File: src/rtl/alarm_pkg.sv
package alarm_pkg;
    localparam int DATA_W = 12;
    localparam int CODE_W = 3;
    localparam int CFG_W  = 1 + CODE_W + DATA_W;

    typedef struct packed {
        logic              consec;
        logic [CODE_W-1:0] code;
        logic [DATA_W-1:0] thr;
    } cfg_t;

    localparam cfg_t CFG_RESET = '{consec: 1'b0, code: '0, thr: '1};
endpackage

File: src/rtl/alarm_cfg_reg.sv
module alarm_cfg_reg
    import alarm_pkg::*;
(
    input  logic             clk,
    input  logic             rst_n,
    input  logic             we,
    input  logic [CFG_W-1:0] wdata,
    output cfg_t             cfg
);
    cfg_t cfg_d, cfg_q;

    always_comb begin
        cfg_d = cfg_q;
        if (we) cfg_d = cfg_t'(wdata);
    end

    always_ff @(posedge clk) begin
        if (!rst_n) cfg_q <= CFG_RESET;
        else        cfg_q <= cfg_d;
    end

    assign cfg = cfg_q;
endmodule

File: src/rtl/alarm_trip_cmp.sv
module alarm_trip_cmp #(
    parameter int DATA_W = 12
) (
    input  logic [DATA_W-1:0] data,
    input  logic [DATA_W-1:0] thr,
    input  logic              bipolar,
    output logic              trip
);
    logic gt_uns, gt_sgn;

    always_comb begin
        gt_uns = data > thr;
        gt_sgn = $signed(data) > $signed(thr);
        trip   = bipolar ? gt_sgn : gt_uns;
    end
endmodule

File: src/rtl/alarm_trip_ctr.sv
module alarm_trip_ctr #(
    parameter int CODE_W = 3
) (
    input  logic              clk,
    input  logic              rst_n,
    input  logic              clr,
    input  logic              valid,
    input  logic              trip,
    input  logic              consec,
    input  logic [CODE_W-1:0] code,
    output logic              alarm
);
    localparam int CNT_W = CODE_W + 1;

    typedef struct packed {
        logic [CNT_W-1:0] cnt;
        logic             alarm;
    } ctr_t;

    ctr_t             st_d, st_q;
    logic [CNT_W-1:0] need, inc;

    always_comb begin
        need = {1'b0, code} + CNT_W'(1);
        inc  = st_q.cnt + CNT_W'(1);
        st_d = st_q;
        if (clr) begin
            st_d.cnt   = '0;
            st_d.alarm = 1'b0;
        end else if (valid && !st_q.alarm) begin
            if (trip) begin
                if (inc >= need) begin
                    st_d.cnt   = need;
                    st_d.alarm = 1'b1;
                end else begin
                    st_d.cnt = inc;
                end
            end else if (consec) begin
                st_d.cnt = '0;
            end
        end
    end

    always_ff @(posedge clk) begin
        if (!rst_n) st_q <= '0;
        else        st_q <= st_d;
    end

    assign alarm = st_q.alarm;
endmodule

File: src/rtl/adc_alarm_watch.sv
module adc_alarm_watch
    import alarm_pkg::*;
(
    input  logic              clk,
    input  logic              rst_n,
    input  logic              cfg_we,
    input  logic [CFG_W-1:0]  cfg_wdata,
    input  logic              bipolar,
    input  logic              res_valid,
    input  logic [DATA_W-1:0] res_data,
    input  logic              stat_rd,
    output logic              alarm
);
    cfg_t cfg;
    logic trip;
    logic clr;

    assign clr = cfg_we | stat_rd;

    alarm_cfg_reg u_cfg (
        .clk   (clk),
        .rst_n (rst_n),
        .we    (cfg_we),
        .wdata (cfg_wdata),
        .cfg   (cfg)
    );

    alarm_trip_cmp #(.DATA_W(DATA_W)) u_cmp (
        .data    (res_data),
        .thr     (cfg.thr),
        .bipolar (bipolar),
        .trip    (trip)
    );

    alarm_trip_ctr #(.CODE_W(CODE_W)) u_ctr (
        .clk    (clk),
        .rst_n  (rst_n),
        .clr    (clr),
        .valid  (res_valid),
        .trip   (trip),
        .consec (cfg.consec),
        .code   (cfg.code),
        .alarm  (alarm)
    );
endmodule

File: config.mk
export PLATFORM = sky130hd
export DESIGN_NAME = adc_alarm_watch
export DESIGN_NICKNAME = d
export VERILOG_FILES = /design/src/rtl/alarm_pkg.sv /design/src/rtl/alarm_cfg_reg.sv /design/src/rtl/alarm_trip_cmp.sv /design/src/rtl/alarm_trip_ctr.sv /design/src/rtl/adc_alarm_watch.sv
export SDC_FILE = /design/constraint.sdc
export NUM_CORES = 1
export LEC_CHECK = 0
export ABC_AREA = 1
export CAP_MARGIN = 5
export CORE_MARGIN = 2
export CORE_UTILIZATION = 46
export CTS_BUF_LIST = sky130_fd_sc_hd__clkbuf_4
export DETAILED_ROUTE_END_ITERATION = 10
export PLACE_DENSITY = 0.78
export SLEW_MARGIN = 0
export SYNTH_ARGS = -nofsm -noshare
export SYNTH_HDL_FRONTEND = slang
export SYNTH_HIERARCHICAL = 1
export SYNTH_SLANG_ARGS = --single-unit
File: constraint.sdc
create_clock -name clk -period 1.9 [get_ports clk]
set_input_delay 0.38 -clock clk [delete_from_list [all_inputs] [get_ports clk]]
set_output_delay 0.38 -clock clk [all_outputs]
set_load 0.05 [all_outputs]
==> flow_metrics.py <==
metrics = {
    "synthesis": {
        "ys_ff_latch": 21,
        "synthTopCellsByCount": "nand2_1 (68), inv_1 (37), nand3_1 (24)",
        "ys_top_cells_by_area": "dfxtp_1 (30%), nand2_1 (18%), ha_1 (16%), inv_1 (9.8%), nand3_1 (8.5%)",
        "ys_warn_count": 6,
        "syn_area_per_cell_um2": 6.70,
        "synth-edff-count": 0,
        "netlist.area_leader.share_pct": 29.7,
        "netlist_instances": 211,
        "synth_nets": 263,
        "synth-seq-area-share_pct": 29.7,
        "synth_flop_cell": "dfxtp_1",
        "yosysTopAreaCell": "dfxtp_1",
        "async_flop_share_pct": 0,
        "syn_area_mm2": 0.00141,
        "yosys.cell_types.count": 20,
        "synth_most_common_cell": "nand2_1",
    },
    "sta": {
        "tns_ns": 0,
        "hold_viol": 0,
        "clock_skew_ns": 0.00219,
        "slew_viol_final": 0,
        "relSlewSlack_pct": 67.2,
        "timing.final.crit_share_pct": 97.7,
        "worst_pin_slew_ns": 0.490,
        "rsz0062_at_grt": "true",
        "finalSetupViolCount": 0,
        "final.min_clock_period_ns": 1.86,
        "max_freq_mhz": 539,
    },
    "worst_setup_path": {
        "critPathRequiredTime_ns": 2.14,
        "cp-end-kind": "flip-flop",
        "crit_type": "flip-flop to flip-flop",
        "cp_cell_sequence": "inv_1 > ha_1 > nand2_2 > inv_2 > nand2_4 > nor2_4 > nand2_2 > nand3_2 > nand2_1 > nand2_1 > nor2_1 > and3_4 > a31oi_4 > nand2_1 > a21oi_2",
        "max_stage_delay_ns": 0.35,
        "cp-start-kind": "flip-flop",
        "reg2reg_slack_ns": 0.04,
        "path_max_fanout": 6,
        "worst_path_max_delay_cell": "dfxtp_2",
        "cpMostUsedCell": "nand2_1",
        "cp.arrival_ns": 2.10,
    },
    "placement": {
        "numPortBuffers": 34,
        "place.gp.congestion": 0.707,
        "hpwl_mm": 2.25,
    },
    "die": {
        "io_pins": 35,
        "die-area_mm2": 0.00353,
        "core-area_mm2": 0.00298,
        "die_height_um": 59.4,
        "row_count": 20,
        "initial_utilization_pct": 47.5,
        "die_x_um": 59.4,
    },
    "final_layout": {
        "nFillCells": 257,
        "area_growth_pct": 40.3,
        "nets": 306,
        "layout-drive-gt1-share_pct": 20.2,
        "diodes": 0,
        "post-route-util_pct": 66.6,
    },
    "grt": {
        "grt_pass1_vias": 1240,
        "gr-total-overflow": 0,
        "track_usage_pct": 17.9,
        "grt_max_degree": 13,
        "grt_pass1_wl_mm": 4.91,
        "antenna_found_initial": 0,
    },
    "min_path": {
        "worstHoldPathType": "flip-flop to flip-flop",
    },
    "run_status": {
        "status": "completed",
    },
    "route": {
        "antenna_left": 0,
        "drt_pass1_iterations": 4,
        "first_iter_violations": 41,
        "drc": 0,
        "num_vias": 1379,
        "wl_per_cell_um": 11.1,
        "routed_wl_mm": 3.18,
        "via_per_inst": 4.82,
    },
    "flow_run": {
        "drv_cap": 0,
    },
    "cts": {
        "path_clk_slew_ns": 0.11,
        "hold_buffers": 0,
        "cts_buffer_depth": 2,
        "htreeDepth": 1,
        "cts_root_buf": "clkbuf_4",
        "cts_made_buffers": 3,
        "clock_sinks": 21,
        "cts_tree": "done",
        "clkLatencyLatePin_ns": 0.30,
    },
    "pwr": {
        "power.leakage_nw": 1.08,
        "ir_worst_vdd_v": 0.000332,
        "power_density_mw_per_mm2": 533,
    },
}
critical path: cells and delay by family, from the launching register on:
| kind | cells | cell delay, ns |
|---|---|---|
| fa+ha+maj | 1 | 0.28 |
| buf+inv | 2 | 0.10 |
| simple gates | 10 | 0.77 |
| flops | 1 | 0.35 |
| compound gates | 2 | 0.29 |
per-layer routing:
layer / global-route usage, % / vias up / part of all wire [%]
li1: - / 735 / -
met1: 23.6 / 605 / 44
met2: 30.8 / 33 / 51
met3: 1.31 / 6 / 3.2
met4: 5.84 / 0 / 1.6
met5: 0 / - / 0
timing repair:
item / in CTS / in global routing
gates resized for setup: 18 / 25
endpoints found under the setup margin: 5 / 5
buffers inserted: 0 / 2
endpoints found under the hold margin: 0 / 0
pin swaps: 15 / 15
final timing paths:
path | start | cells past startpoint | endpoint
setup / recovery | u_cfg/cfg[10] | 15 | u_ctr/st_q[2]
setup reg to reg | u_cfg/cfg[10] | 15 | u_ctr/st_q[2]
hold reg to reg | u_cfg/cfg[6] | 2 | u_cfg/cfg[6]
hold / removal | u_cfg/cfg[6] | 2 | u_cfg/cfg[6]
registers in the layout, indices dropped and copies added (netlist names):
register     cells
u_ctr/alarm      1
u_ctr/st_q       4
u_cfg/cfg       16
cell usage in the layout, fill, tap and decap left out:
cell type	synthesis	layout
a21o_1	1	1
clkbuf_4	0	4
buf_4	2	10
nand3_2	1	2
clkdlybuf4s50_1	0	22
inv_2	3	9
xnor2_2	0	2
dfxtp_2	0	7
a31oi_4	0	1
ha_4	0	6
ha_2	0	1
nand4_1	3	3
and3_4	0	1
nand2_4	0	1
dlygate4sd2_1	0	10
nand3_1	24	23
ha_1	18	11
nor2_4	0	1
nand2_1	68	67
a21oi_1	8	5
dfxtp_1	21	14
nand2_2	2	2
a21oi_2	1	4
dlymetal6s2s_1	0	2
inv_1	37	31
nor2_1	13	13
cells by family (layout without fill, tap and decap cells):
family,Yosys count,count (layout),share of synthesized area (%)
flip-flops,21,21,29.7
adder cells (fa/ha/maj),18,18,15.9
buffers and inverters,46,88,14.4
AO/OA/AOI/OAI,11,11,4.87
AND/OR/NAND/NOR,113,113,33.8
XOR/XNOR,2,2,1.24
final cells by class:
| class | count | area, µm² | area share [%] |
|---|---|---|---|
| sequential | 21 | 429 | 21.6 |
| inverter | 40 | 150 | 7.57 |
| timing repair buffer | 44 | 408 | 20.6 |
| clock buffer | 4 | 30.0 | 1.51 |
| tap | 33 | 41.3 | 2.08 |
| multi-input combinational | 144 | 925 | 46.6 |
where the power goes:
| part | leakage [nW] | switching [mW] | internal, mW |
|---|---|---|---|
| logic | 0.889 | 0.171 | 0.169 |
| clock network | 0.0184 | 0.134 | 0.0962 |
| registers | 0.173 | 0.0185 | 0.468 |
through the flow:
stage          setup slack [ns]  power [mW]  instance area, µm²  hold slack [ns]  cells
6_report                 0.0433        1.06                1980            0.460    286
3_5_place_dp             -0.519       0.791                1810            0.442    280
3_3_place_gp             -0.439       0.785                1810            0.438    280
4_1_cts                  0.0134        1.03                1900            0.472    284
5_1_grt                 -0.0968        1.12                1980            0.482    286
2_1_floorplan            0.0231       0.679                1420            0.429    211
No activity file was read; power rests on OpenSTA's default activity.
